$ cat src/rtl/hsw_pkg.sv
package hsw_pkg;
  typedef enum logic [2:0] {
    PH_IDLE,
    PH_COLLECT,
    PH_ACK_WAIT,
    PH_ACK_SLOT,
    PH_DONE
  } phase_t;

  localparam int BYTE_W = 8;
  localparam logic [4:0] MCODE_PREFIX = 5'b00001;

  function automatic logic is_master_code(input logic [BYTE_W-1:0] b);
    return b[BYTE_W-1 -: 5] == MCODE_PREFIX;
  endfunction
endpackage

$ cat src/rtl/hsw_filter.sv
module hsw_filter #(
  parameter int LONG_LEN  = 8,
  parameter int SHORT_LEN = 2,
  localparam int CW = $clog2(LONG_LEN + 1)
) (
  input  logic clk,
  input  logic rst,
  input  logic raw,
  input  logic short_sel,
  output logic filt
);
  logic          s1, s2;
  logic [CW-1:0] cnt;
  logic [CW-1:0] thr;

  assign thr = short_sel ? CW'(SHORT_LEN) : CW'(LONG_LEN);

  always_ff @(posedge clk) begin
    if (rst) begin
      s1   <= 1'b1;
      s2   <= 1'b1;
      filt <= 1'b1;
      cnt  <= '0;
    end else begin
      s1 <= raw;
      s2 <= s1;
      if (s2 != filt) begin
        if (cnt >= thr - CW'(1)) begin
          filt <= s2;
          cnt  <= '0;
        end else begin
          cnt <= cnt + CW'(1);
        end
      end else begin
        cnt <= '0;
      end
    end
  end
endmodule

$ cat src/rtl/hsw_cond_detect.sv
module hsw_cond_detect (
  input  logic clk,
  input  logic rst,
  input  logic scl_f,
  input  logic sda_f,
  output logic start_pulse,
  output logic rstart_pulse,
  output logic stop_pulse
);
  logic p_scl, p_sda, busy;
  logic ev_start, ev_stop;

  assign ev_start = scl_f & p_scl & p_sda & ~sda_f;
  assign ev_stop  = scl_f & p_scl & ~p_sda & sda_f;

  always_ff @(posedge clk) begin
    if (rst) begin
      p_scl        <= 1'b1;
      p_sda        <= 1'b1;
      busy         <= 1'b0;
      start_pulse  <= 1'b0;
      rstart_pulse <= 1'b0;
      stop_pulse   <= 1'b0;
    end else begin
      p_scl        <= scl_f;
      p_sda        <= sda_f;
      start_pulse  <= ev_start & ~busy;
      rstart_pulse <= ev_start & busy;
      stop_pulse   <= ev_stop;
      if (ev_start)     busy <= 1'b1;
      else if (ev_stop) busy <= 1'b0;
    end
  end
endmodule

$ cat src/rtl/hsw_byte_track.sv
module hsw_byte_track
  import hsw_pkg::*;
(
  input  logic clk,
  input  logic rst,
  input  logic scl_f,
  input  logic sda_f,
  input  logic any_start,
  input  logic stop_seen,
  output logic hs_mode,
  output logic ack_enable
);
  localparam int BCW = $clog2(BYTE_W);

  phase_t            phase;
  logic [BCW-1:0]    bit_cnt;
  logic [BYTE_W-1:0] shreg;
  logic [BYTE_W-1:0] next_byte;
  logic              prev_scl, mcode;
  logic              scl_rise, scl_fall;

  assign scl_rise  = scl_f & ~prev_scl;
  assign scl_fall  = ~scl_f & prev_scl;
  assign next_byte = {shreg[BYTE_W-2:0], sda_f};

  always_ff @(posedge clk) begin
    if (rst) begin
      phase      <= PH_IDLE;
      bit_cnt    <= '0;
      shreg      <= '0;
      prev_scl   <= 1'b1;
      mcode      <= 1'b0;
      hs_mode    <= 1'b0;
      ack_enable <= 1'b0;
    end else begin
      prev_scl <= scl_f;
      if (stop_seen) begin
        phase      <= PH_IDLE;
        bit_cnt    <= '0;
        hs_mode    <= 1'b0;
        ack_enable <= 1'b0;
      end else if (any_start) begin
        phase      <= PH_COLLECT;
        bit_cnt    <= '0;
        shreg      <= '0;
        mcode      <= 1'b0;
        ack_enable <= 1'b0;
      end else begin
        case (phase)
          PH_COLLECT: if (scl_rise) begin
            shreg <= next_byte;
            if (bit_cnt == BCW'(BYTE_W - 1)) begin
              phase <= PH_ACK_WAIT;
              mcode <= is_master_code(next_byte);
              if (is_master_code(next_byte)) hs_mode <= 1'b1;
            end else begin
              bit_cnt <= bit_cnt + BCW'(1);
            end
          end
          PH_ACK_WAIT: if (scl_fall) begin
            phase      <= PH_ACK_SLOT;
            ack_enable <= ~mcode;
          end
          PH_ACK_SLOT: if (scl_fall) begin
            phase      <= PH_DONE;
            ack_enable <= 1'b0;
          end
          default: ;
        endcase
      end
    end
  end
endmodule

$ cat src/rtl/hs_entry_watch.sv
module hs_entry_watch #(
  parameter int FS_FILT_LEN = 8,
  parameter int HS_FILT_LEN = 2
) (
  input  logic clk,
  input  logic rst,
  input  logic scl_in,
  input  logic sda_in,
  output logic scl_f,
  output logic sda_f,
  output logic start_pulse,
  output logic rstart_pulse,
  output logic stop_pulse,
  output logic hs_mode,
  output logic ack_enable
);
  localparam int NLINES = 2;

  logic [NLINES-1:0] raw_v, filt_v;

  assign raw_v = {sda_in, scl_in};
  assign scl_f = filt_v[0];
  assign sda_f = filt_v[1];

  for (genvar i = 0; i < NLINES; i++) begin : g_line
    hsw_filter #(
      .LONG_LEN (FS_FILT_LEN),
      .SHORT_LEN(HS_FILT_LEN)
    ) filt_i (
      .clk      (clk),
      .rst      (rst),
      .raw      (raw_v[i]),
      .short_sel(hs_mode),
      .filt     (filt_v[i])
    );
  end

  hsw_cond_detect cond_i (
    .clk         (clk),
    .rst         (rst),
    .scl_f       (scl_f),
    .sda_f       (sda_f),
    .start_pulse (start_pulse),
    .rstart_pulse(rstart_pulse),
    .stop_pulse  (stop_pulse)
  );

  hsw_byte_track track_i (
    .clk       (clk),
    .rst       (rst),
    .scl_f     (scl_f),
    .sda_f     (sda_f),
    .any_start (start_pulse | rstart_pulse),
    .stop_seen (stop_pulse),
    .hs_mode   (hs_mode),
    .ack_enable(ack_enable)
  );
endmodule

$ cat config.mk
export PLATFORM = sky130hd
export DESIGN_NAME = hs_entry_watch
export DESIGN_NICKNAME = d
export VERILOG_FILES = /design/src/rtl/hsw_pkg.sv /design/src/rtl/hsw_filter.sv /design/src/rtl/hsw_cond_detect.sv /design/src/rtl/hsw_byte_track.sv /design/src/rtl/hs_entry_watch.sv
export SDC_FILE = /design/constraint.sdc
export NUM_CORES = 1
export LEC_CHECK = 0
export BUFFER_PORTS_ARGS = -buffer_cell sky130_fd_sc_hd__buf_4
export CAP_MARGIN = 5
export CORE_ASPECT_RATIO = 0.9
export CORE_MARGIN = 2
export CORE_UTILIZATION = 35
export DETAILED_ROUTE_END_ITERATION = 8
export PLACE_DENSITY = 0.62
export RECOVER_POWER = 50
export SETUP_SLACK_MARGIN = 0.5
export SLEW_MARGIN = 30
export SYNTH_ARGS = -nofsm -noshare
export SYNTH_HDL_FRONTEND = slang
export SYNTH_HIERARCHICAL = 1
export SYNTH_SLANG_ARGS = --single-unit
$ cat constraint.sdc
create_clock -name clk -period 1.9 [get_ports clk]
set_input_delay 0.57 -clock clk [delete_from_list [all_inputs] [get_ports clk]]
set_output_delay 0.57 -clock clk [all_outputs]
set_load 0.01 [all_outputs]
# Yosys cells after proc, flatten, opt, wreduce, memory -nomap -nowiden

Index checks and enable logic that the tools add are counted.

Flip-flop bits (word level): 36
Output and inout bits: 7

$add $sub $neg: 4
$lt $le $gt $ge: 2
Equality and inequality tests: 15
Mux-type cells: 19
Bitwise logic cells: 21
Reduce and logical (&&, ||, !) cells: 20

Operator list:

| kind                                             | count |
|---|---|
| 2-to-1 mux 7 bit                                 | 3 |
| AND reduction 5 bit                              | 3 |
| 2-to-1 mux 3 bit                                 | 4 |
| != test 3 x 1 -> 1 bit, second input constant    | 4 |
| inverter 1 bit                                   | 11 |
| nonzero test 2 bit                               | 5 |
| bitwise AND 1 bit                                | 9 |
| 2-to-1 mux 1 bit                                 | 9 |
| case mux 3 bit (3 select lines)                  | 1 |
| AND reduction 3 bit                              | 3 |
| OR reduction 3 bit                               | 3 |
| adder 4 x 1 -> 4 bit, second input constant      | 2 |
| >= comparator 4 bit                              | 2 |
| != test 2 x 1 -> 1 bit, second input constant    | 4 |
| == test 3 x 2 -> 1 bit, second input constant    | 2 |
| == test 5 x 1 -> 1 bit, second input constant    | 1 |
| 2-to-1 mux 4 bit                                 | 1 |
| AND reduction 2 bit                              | 2 |
| AND reduction 4 bit                              | 1 |
| nonzero test 4 bit                               | 1 |
| subtractor 4 x 1 -> 4 bit, second input constant | 1 |
| adder 3 x 1 -> 3 bit, second input constant      | 1 |
| == test 3 x 1 -> 1 bit, second input constant    | 1 |
| == test 3 bit, second input constant             | 1 |
| other kinds (5)                                  | 6 |

# Depth between registers and ports, before layout

Gate-level depths: netlist (run 1).

Depth after elaboration: 5
Depth in mapped cells: 5

# By module

Netlist (run 1), hierarchy kept.

By module, submodules not included:

| module          | instances | cells each | area an instance (um2) | sequential area each (um2) |
|---|---|---|---|---|
| hsw_byte_track  | 1         | 79         | 742.0                  | 340.3 |
| hsw_filter      | 2         | 27         | 287.8                  | 140.1 |
| hsw_cond_detect | 1         | 17         | 197.7                  | 120.1 |
| hs_entry_watch  | 1         | 1          | 6.3                    | 0.0 |

# Worst setup path before layout (run 1)

Ideal clock, no wire load.

Kind: reg-to-reg
Start: register track_i.hs_mode
End: register g_line[0].filt_i.cnt[2]
Data arrival time: 1613 ps
Setup slack: 223 ps
Stages on the path, launching flop included: 5
Buffers on the path: 0
Clock period less this slack: 1677 ps
Cells stage by stage: dfxtp_1 ha_1 a211o_1 or4_4 nor2_1

Word-level cells in the longest chain between the ends: 4

RTL lines:

| item                                | line                 | source |
|---|---|---|
| from (decl)                         | hsw_byte_track.sv:10 | `output logic hs_mode,` |
| from (signal assigned)              | hsw_byte_track.sv:33 | `hs_mode <= 1'b0;` |
| from (signal assigned)              | hsw_byte_track.sv:40 | `hs_mode <= 1'b0;` |
| from (signal assigned)              | hsw_byte_track.sv:55 | `if (is_master_code(next_byte)) hs_mode <= 1'b1;` |
| 2-to-1 mux 4 bit                    | hsw_filter.sv:16     | `assign thr = short_sel ? CW'(SHORT_LEN) : CW'(LONG_LEN);` |
| subtractor 4 x 1 -> 4 bit           | hsw_filter.sv:28     | `if (cnt >= thr - CW'(1)) begin` |
| >= comparator 4 bit                 | hsw_filter.sv:28     |  |
| OR reduction 3 bit (no source line) | --                   |  |
| to (signal assigned)                | hsw_filter.sv:32     | `cnt <= cnt + CW'(1);` |
| to (decl)                           | hsw_filter.sv:13     | `logic [CW-1:0] cnt;` |

No other way between the ends.
A chain may end at the register's enable or synchronous reset.

# Worst setup path after layout (run 1)

Start: register track_i.hs_mode
End: register g_line[1].filt_i.cnt[3]

Word-level cells in the longest chain between the ends: 4

RTL lines:

| item                                | line |
|---|---|
| 2-to-1 mux 4 bit                    | hsw_filter.sv:16 |
| subtractor 4 x 1 -> 4 bit           | hsw_filter.sv:28 |
| >= comparator 4 bit                 | hsw_filter.sv:28 |
| OR reduction 3 bit (no source line) | -- |
| to (signal assigned)                | hsw_filter.sv:32 |
| to (decl)                           | hsw_filter.sv:13 |

No other way between the ends.

==> results.sh, run 1 <==
export IMPL_ys_top_cells_by_area="dfxtp_1 (49%), ha_1 (6.6%), nor2_1 (4.4%)"
export IMPL_ys_warn_count=6
export IMPL_async_reset_ff_share_pct=0
export IMPL_ir_drop_mv=0.497
export IMPL_syn_avg_cell_area_sq_um=10.1
export IMPL_leakage_uw=0.000723
export IMPL_first_iter_violations=34
export IMPL_io_buffer_count=10
export IMPL_cp_required_ns=2.12
export IMPL_diodes=0
export IMPL_period_minus_slack_ns=1.59
export IMPL_hold_class="reg2reg"
export IMPL_dieHeight_microns=66.6
export IMPL_cpPeakStageDelay_ns=0.57
export IMPL_ant_nets=0
export IMPL_grt_overflow=0
export IMPL_dp_cells=206
export IMPL_clock_latency_ns=0.29
export IMPL_cts_root_buffer="clkbuf_8"
export IMPL_fillers=404
export IMPL_end_kind="register"
export IMPL_tightest_slew_ns=0.933
export IMPL_cts_buffers=5
export IMPL_syn_area_sq_um=1520
export IMPL_die_width_microns=73.5
export IMPL_clock_path_buffers=2
export IMPL_postLayoutCoreUtil_pct=45.6
export IMPL_min_period_over_period_pct=83.6
export IMPL_skew_ns=0.0101
export IMPL_rsz0062_at_grt="yes"
export IMPL_cp_slowest_cell="or4_4"
export IMPL_grt_pass1_vias=1110
export IMPL_synth_top_cell_area_share_pct=48.7
export IMPL_holdWs_ns=0.411
export IMPL_startpoint_type="register"
export IMPL_cts_hold_buf=0
export IMPL_grt_util_all_layers_pct=13.0
export IMPL_nNetsFinal=186
export IMPL_die_area_sq_um=4890
export IMPL_drt_wl_total_microns=2900
export IMPL_antenna_found_initial=0
export IMPL_reg2reg_depth=4
export IMPL_gp_congestion=0.824
export IMPL_yosysMostFrequentCell="dfxtp_1"
export IMPL_synthesis_nets=163
export IMPL_switching_share_pct=20.9
export IMPL_cts_sinks=37
export IMPL_fmax_ghz=0.630
export IMPL_post_drt_wl_per_cell_microns=13.1
export IMPL_synth_seq_area_share_pct=48.7
export IMPL_rows=22
export IMPL_synth_edf_count=0
export IMPL_power_density_nw_per_um2=696
export IMPL_firstDrtPassIters=4
export IMPL_drc=0
export IMPL_io_pins=11
export IMPL_cp_arrival_ns=1.81
export IMPL_synthFlopType="dfxtp_1"
export IMPL_final_setup_viol_count=0
export IMPL_drive_gt1_share_pct=33.3
export IMPL_drv_slew=0
export IMPL_path_class="reg2reg"
export IMPL_maxSlewHeadroom_pct=37.8
export IMPL_stdcell_count=222
export IMPL_htreeDepth=2
export IMPL_critPathMaxFanout=6
export IMPL_cp_num_buf_inv=0
export IMPL_clkSlewWorstSetupHoldPaths_ns=0.07
export IMPL_netlist_instances=151
export IMPL_num_vias=1135
export IMPL_synth_area_leader_cell="dfxtp_1"
export IMPL_max_cap_viol_count=0
export IMPL_ys_types=42
export IMPL_sequentialPowerShare_pct=59.3
export IMPL_cp_cell_sequence="ha_2 > and3_4 > or4_4 > nor2_1"
export IMPL_min_path_cells=1
export IMPL_p_switching_uw=274
export IMPL_path_depth=4
export IMPL_start_util_pct=36.8
export IMPL_synth_top_cells_by_count="dfxtp_1 (37), nor2_1 (18), ha_1 (8), nand2b_1 (8), or2_2 (6)"
export IMPL_crit_family="simple AND/OR/NAND/NOR gates"
export IMPL_cts_tree="done"
export IMPL_area_delta_synth_final_pct=23.8
export IMPL_clockPowerShare_pct=38.6
export IMPL_grt_start_max_net_pins=26
export IMPL_r2r_slack_ns=0.31
export IMPL_grt_pass1_wl_microns=4840
export IMPL_coreArea_sq_um=4130
export IMPL_vias_per_cell=5.11
export IMPL_tns_ns=0
export IMPL_status="complete, no violations"
export IMPL_power_uw=1310
export IMPL_ys_ff_latch=37
export IMPL_p_int_uw=1040
export IMPL_power_frac_comb_pct=2.1
export IMPL_hold_violations=0
export IMPL_hpwl_microns=1860
-- kinds of logic after synthesis --
group / synth area share (%)
flip-flops: 48.7
adder cells (fa/ha/maj): 6.58
XOR/XNOR: 4.03
multiplexers: 0.740
AO/OA/AOI/OAI: 12.7
buffers and inverters: 2.06
AND/OR/NAND/NOR: 25.2
-- worst paths after layout --
| kind | startpoint | endpoint |
|---|---|---|
| worst max-delay path | track_i/hs_mode | g_line[1].filt_i/cnt[3] |
| worst min-delay path | g_line[0].filt_i/s1 | g_line[0].filt_i/s2 |
| worst max register to register | track_i/hs_mode | g_line[1].filt_i/cnt[3] |
| worst min register to register | g_line[0].filt_i/s1 | g_line[0].filt_i/s2 |
-- registers in the layout (all words and copies together) (netlist names), 2 cells and up --
register	count
g_line.filt_i/cnt	8
g_line.filt_i/filt	2
track_i/phase	3
g_line.filt_i/s2	2
track_i/bit_cnt	3
track_i/shreg	7
g_line.filt_i/s1	2
-- area by class of cell --
type / count / area (sq um) / area share, %
multi-input cells: 106 / 835 / 44.3
flip-flops and latches: 37 / 761 / 40.4
repair buffers: 19 / 131 / 6.98
clock buffers: 6 / 72.6 / 3.85
well taps: 48 / 60.1 / 3.19
inverters: 5 / 18.8 / 0.997
clock inverters: 1 / 5.00 / 0.266
-- placed cells by master (no fill, tap or decap), types with 3 or more instances in the layout --
master	n
a211o_1	4
buf_4	14
clkbuf_1	5
clkbuf_8	5
dfxtp_1	29
dfxtp_2	4
dfxtp_4	4
ha_1	5
inv_1	5
nand2_1	4
nand2b_1	8
nand3_1	5
nor2_1	15
nor2_2	3
nor3_1	4
o21a_1	3
o22ai_1	4
or2_2	6
xnor2_1	4
-- power groups by stage --
stage                     logic [uW]  registers (uW)  clock network (uW)
after floorplan                 16.6             799                   0
after global placement          26.3             800                   0
after detailed placement        27.2             800                   0
after CTS                       28.3             777                 529
after global routing            30.9             778                 556
final                           27.4             778                 505
-- repair_timing --
item / CTS / global route
endpoints found under the setup margin: 23 / 24
buffers inserted: 7 / 2
gates resized for setup: 16 / 9
pin swaps: 8 / 1
-- worst reg2reg max path, cell delays in order, from the launching register on --
cell and delay (ns):
dfxtp_4 0.40, ha_2 0.28, and3_4 0.16, or4_4 0.57
nor2_1 0.12
-- stage by stage --
stage / area, sq um / worst slack [ns]
4_1_cts: 1860 / 0.326
5_1_grt: 1880 / 0.235
3_5_place_dp: 1680 / 0.241
6_report: 1880 / 0.312
2_1_floorplan: 1560 / 0.301
3_3_place_gp: 1680 / 0.287
-- layer usage --
metal  up-vias  share of wire [%]  track usage [%]
met4         0                1.0             4.77
met5         -                  0                0
met2        20                 47             21.1
met3         4                3.2             5.14
li1        582                  -                -
met1       529                 48             15.4
Power figures use the tool's default switching activity.
==> run 2, diff against run 1 <==
==> constraint.sdc (replaced) <==
create_clock -name clk -period 1.51 [get_ports clk]
set_input_delay 0.453 -clock clk [delete_from_list [all_inputs] [get_ports clk]]
set_output_delay 0.453 -clock clk [all_outputs]
set_load 0.01 [all_outputs]
==> results.sh, run 2 (synthesized netlist as in run 1, its figures left out) <==
export IMPL_status="finished, violations left"
export IMPL_violations="setup timing"
export IMPL_hpwl_microns=2230
export IMPL_dieHeight_microns=66.6
export IMPL_skew_ns=0.00703
export IMPL_clock_latency_ns=0.29
export IMPL_grt_start_max_net_pins=13
export IMPL_tightest_slew_ns=0.537
export IMPL_largest_reg_flops=8
export IMPL_leakage_uw=0.000867
export IMPL_nNetsFinal=200
export IMPL_start_util_pct=36.8
export IMPL_ant_nets=0
export IMPL_drc=0
export IMPL_startpoint_type="register"
export IMPL_gp_congestion=0.803
export IMPL_num_vias=1253
export IMPL_min_period_over_period_pct=104
export IMPL_final_setup_viol_count=10
export IMPL_grt_overflow=0
export IMPL_post_drt_wl_per_cell_microns=14.8
export IMPL_firstDrtPassIters=4
export IMPL_hold_violations=0
export IMPL_coreArea_sq_um=4130
export IMPL_path_class="reg2reg"
export IMPL_layout_common_cells="dfxtp_1 (26), buf_6 (17), buf_4 (14), nor2_1 (13)"
export IMPL_drive_gt1_share_pct=51.9
export IMPL_rsz0062_at_grt="yes"
export IMPL_top_register="g_line.filt_i/cnt"
export IMPL_critPathMaxFanout=5
export IMPL_drt_wl_total_microns=3510
export IMPL_htreeDepth=2
export IMPL_grt_pass1_vias=1282
export IMPL_die_area_sq_um=4890
export IMPL_cts_root_buffer="clkbuf_8"
export IMPL_cp_required_ns=1.73
export IMPL_ir_drop_mv=0.673
export IMPL_cts_hold_buf=0
export IMPL_area_delta_synth_final_pct=50.2
export IMPL_fmax_ghz=0.636
export IMPL_first_iter_violations=47
export IMPL_setup_slack_ns=-0.0620
export IMPL_max_cap_viol_count=0
export IMPL_end_kind="register"
export IMPL_hold_class="in2reg"
export IMPL_period_minus_slack_ns=1.57
export IMPL_cts_sinks=37
export IMPL_diodes=0
export IMPL_cts_buffers=5
export IMPL_vias_per_cell=5.29
export IMPL_io_pins=11
export IMPL_io_buffer_count=10
export IMPL_grt_util_all_layers_pct=16.1
export IMPL_grt_pass1_wl_microns=5870
export IMPL_cp_arrival_ns=1.79
export IMPL_dp_cells=216
export IMPL_drv_slew=0
export IMPL_cts_tree="done"
export IMPL_final_common_cell="dfxtp_1"
export IMPL_rows=22
export IMPL_stdcell_count=237
export IMPL_clkSlewWorstSetupHoldPaths_ns=0.07
export IMPL_reg_largest_list="g_line.filt_i/cnt: 8 flops, track_i/shreg: 7 flops"
export IMPL_maxSlewHeadroom_pct=64.2
export IMPL_place_area_sq_um=1830
export IMPL_design_area_sq_um=2280
export IMPL_antenna_found_initial=0
export IMPL_die_width_microns=73.5
export IMPL_power_density_nw_per_um2=884
export IMPL_clock_path_buffers=2
==> run 2: power breakdown <==
part / internal (uW) / total (uW) / leakage (uW) / switching [uW]
Clock: 656 / 1010 / 0.0000681 / 353
Combinational: 19.2 / 39.5 / 0.000493 / 20.4
Sequential: 967 / 971 / 0.000305 / 3.86
Total: 1640 / 2020 / 0.000867 / 377
==> run 2: layout make-up <==
| type | count | area, sq um |
|---|---|---|
| clock buffers | 5 | 68.8 |
| clock inverters | 3 | 65.1 |
| fillers | 348 | 1840 |
| inverters | 5 | 18.8 |
| multi-input cells | 106 | 993 |
| flip-flops and latches | 37 | 774 |
| well taps | 48 | 60.1 |
| repair buffers | 33 | 304 |
==> run 2: critical path: stages (launching register included) <==
cell     delay (ns)
dfxtp_4        0.40
ha_4           0.21
a211o_1        0.27
or4_4          0.52
nor2_1         0.11
==> run 2: path summary, 6_finish.rpt <==
path / from / endpoint / slack [ns] / cells past startpoint
worst min register to register: g_line[0].filt_i/s1 / g_line[0].filt_i/s2 / 0.41 / 1
worst max register to register: track_i/hs_mode / g_line[1].filt_i/cnt[2] / -0.06 / 4
worst min-delay path: scl_in / g_line[0].filt_i/s1 / 0.35 / 2
worst max-delay path: track_i/hs_mode / g_line[1].filt_i/cnt[2] / -0.06 / 4
==> run 2: timing repair <==
| action | in CTS | in global routing |
|---|---|---|
| setup buffers | 9 | 4 |
| hold endpoints to repair | 0 | 0 |
| pin swaps | 23 | 12 |
| setup endpoints to repair | 33 | 37 |
| gates resized for setup | 44 | 19 |
==> run 2: routing by layer <==
| layer | track usage, % | vias up | wire (microns) |
|---|---|---|---|
| met4 | 5.91 | 0 | 0 |
| met3 | 4.84 | 0 | 81 |
| met5 | 0 | - | 0 |
| li1 | - | 614 | - |
| met1 | 19.1 | 623 | 1550 |
| met2 | 27.3 | 16 | 1880 |
==> run 2: stage by stage <==
stage               setup slack [ns]  utilization (%)  hold WS, ns  total power [uW]  setup TNS, ns
finish                       -0.0620             55.3        0.350              2020         -0.475
CTS                          -0.0626             53.6        0.340              2040         -0.441
global route                  -0.100             55.3        0.340              2090         -0.886
floorplan                    -0.0892                -        0.389              1020         -0.698
detailed placement            -0.163             44.4        0.393              1040          -1.21
global placement             -0.0849             44.4        0.394              1040         -0.737
==> run 3, diff against run 2 <==
--- a/config.mk
+++ b/config.mk
@@ -11,7 +11,7 @@
 export CORE_MARGIN = 2
 export CORE_UTILIZATION = 35
 export DETAILED_ROUTE_END_ITERATION = 8
-export PLACE_DENSITY = 0.62
+export PLACE_DENSITY_LB_ADDON = 0.05
 export RECOVER_POWER = 50
 export SETUP_SLACK_MARGIN = 0.5
 export SLEW_MARGIN = 30
==> results.sh, run 3 (synthesized netlist as in run 1, its figures left out) <==
export IMPL_clkSlewWorstSetupHoldPaths_ns=0.07
export IMPL_drc=0
export IMPL_leakage_uw=0.000897
export IMPL_rows=22
export IMPL_largest_reg_flops=8
export IMPL_cts_hold_buf=0
export IMPL_place_area_sq_um=1860
export IMPL_antenna_found_initial=0
export IMPL_firstDrtPassIters=4
export IMPL_fillers=365
export IMPL_io_pins=11
export IMPL_post_drt_wl_per_cell_microns=13.7
export IMPL_hold_violations=0
export IMPL_area_delta_synth_final_pct=54.9
export IMPL_startpoint_type="register"
export IMPL_clock_latency_ns=0.28
export IMPL_place_ws_ns=-0.115
export IMPL_critPathMaxFanout=3
export IMPL_cp_startpoint="g_line[0].filt_i/filt"
export IMPL_cp_endpoint="scl_f"
export IMPL_ir_drop_mv=0.428
export IMPL_regToRegStartpoint="g_line[0].filt_i/filt"
export IMPL_ant_nets=0
export IMPL_status="finished, violations left"
export IMPL_grt_overflow=0
export IMPL_nNetsFinal=205
export IMPL_design_area_sq_um=2360
export IMPL_r2r_end="g_line[0].filt_i/cnt[3]"
export IMPL_top_register="g_line.filt_i/cnt"
export IMPL_min_period_over_period_pct=106
export IMPL_io_buffer_count=10
export IMPL_drt_wl_total_microns=3310
export IMPL_min_path_cells=2
export IMPL_drive_gt1_share_pct=54.6
export IMPL_cp_arrival_ns=1.15
export IMPL_setup_slack_ns=-0.0972
export IMPL_diodes=0
export IMPL_final_common_cell="dfxtp_1"
export IMPL_dp_cells=219
export IMPL_tightest_slew_ns=0.504
export IMPL_power_density_nw_per_um2=771
export IMPL_start_util_pct=36.8
export IMPL_r2r_slack_ns=-0.06
export IMPL_vias_per_cell=5.09
export IMPL_grt_start_max_net_pins=12
export IMPL_multiInputGateArea_sq_um=1060
export IMPL_cts_root_buffer="clkbuf_8"
export IMPL_cts_sinks=37
export IMPL_cts_buffers=5
export IMPL_drv_slew=0
export IMPL_path_class="reg2out"
export IMPL_maxSlewHeadroom_pct=66.4
export IMPL_max_cap_viol_count=0
export IMPL_hold_class="in2reg"
export IMPL_reg2reg_depth=5
export IMPL_num_vias=1232
export IMPL_stdcell_count=242
export IMPL_skew_ns=0.00556
export IMPL_grt_pass1_vias=1229
export IMPL_die_area_sq_um=4890
export IMPL_grt_pass1_wl_microns=5490
export IMPL_regArea_sq_um=768
export IMPL_hpwl_microns=2190
export IMPL_gp_congestion=0.816
export IMPL_grt_util_all_layers_pct=14.6
export IMPL_postLayoutCoreUtil_pct=57.1
export IMPL_period_minus_slack_ns=1.61
export IMPL_cp_required_ns=1.06
export IMPL_final_setup_viol_count=10
export IMPL_die_width_microns=73.5
export IMPL_htreeDepth=2
export IMPL_first_iter_violations=16
export IMPL_rsz0062_at_grt="yes"
export IMPL_layout_common_cells="dfxtp_1 (27), buf_4 (16), buf_6 (14), nor2_1 (13), nand2b_1 (8)"
export IMPL_violations="setup timing"
export IMPL_clock_path_buffers=2
export IMPL_cts_tree="done"
export IMPL_dieHeight_microns=66.6
export IMPL_end_kind="output pin"
export IMPL_coreArea_sq_um=4130
export IMPL_reg_largest_list="g_line.filt_i/cnt: 8 flops, track_i/shreg: 7 flops"
export IMPL_fmax_ghz=0.622
[run 3: cell types whose count changed in the layout (fill, tap and decap cells not counted), sizes merged]
cell,change
clkbuf,+6
buf,+2
bufinv,-2
clkinv,-1
[run 3: power breakdown]
group / total [uW] / switching [uW] / internal [uW]
Sequential: 975 / 3.52 / 971
Combinational: 40.6 / 21.1 / 19.6
Clock: 803 / 331 / 472
[run 3: worst min path at each step]
stage | start | endpoint | slack [ns]
after floorplan | g_line[0].filt_i/s1 | g_line[0].filt_i/s2 | 0.39
after global placement | g_line[0].filt_i/s1 | g_line[0].filt_i/s2 | 0.39
after detailed placement | g_line[0].filt_i/s1 | g_line[0].filt_i/s2 | 0.40
after CTS | sda_in | g_line[1].filt_i/s1 | 0.34
after global routing | sda_in | g_line[1].filt_i/s1 | 0.35
final | sda_in | g_line[1].filt_i/s1 | 0.35
[run 3: layer usage]
| metal | global-route usage, % | vias to the layer above | routed length (microns) |
|---|---|---|---|
| met5 | 0 | - | 0 |
| met4 | 4.77 | 0 | 14 |
| met3 | 4.08 | 2 | 87 |
| met2 | 24.6 | 13 | 1610 |
| met1 | 18.0 | 592 | 1600 |
| li1 | - | 625 | - |
[run 3: per-stage QoR]
step | hold WS [ns] | total power (uW) | TNS, ns
6_report | 0.353 | 1820 | -0.484
5_1_grt | 0.350 | 1880 | -1.11
4_1_cts | 0.344 | 1850 | -0.323
3_5_place_dp | 0.397 | 1040 | -0.934
3_3_place_gp | 0.394 | 1040 | -0.709
2_1_floorplan | 0.389 | 1020 | -0.698
[run 3: layout make-up]
type | instances | area share [%]
clock buffer | 8 | 4.72
tap | 48 | 2.55
sequential | 37 | 32.6
timing repair buffer | 38 | 14.5
inverter | 5 | 0.796
multi-input combinational | 106 | 44.9
[run 3: worst max-delay path: stages (launching register included)]
cell and delay (ns):
dfxtp_1 0.38, clkbuf_1 0.33, buf_6 0.16
[run 3: repair_timing]
item	CTS	global route
cloned	0	0
endpoints found under the setup margin	33	36
pin swaps	22	15
gates resized for setup	38	32
buffers inserted	8	7
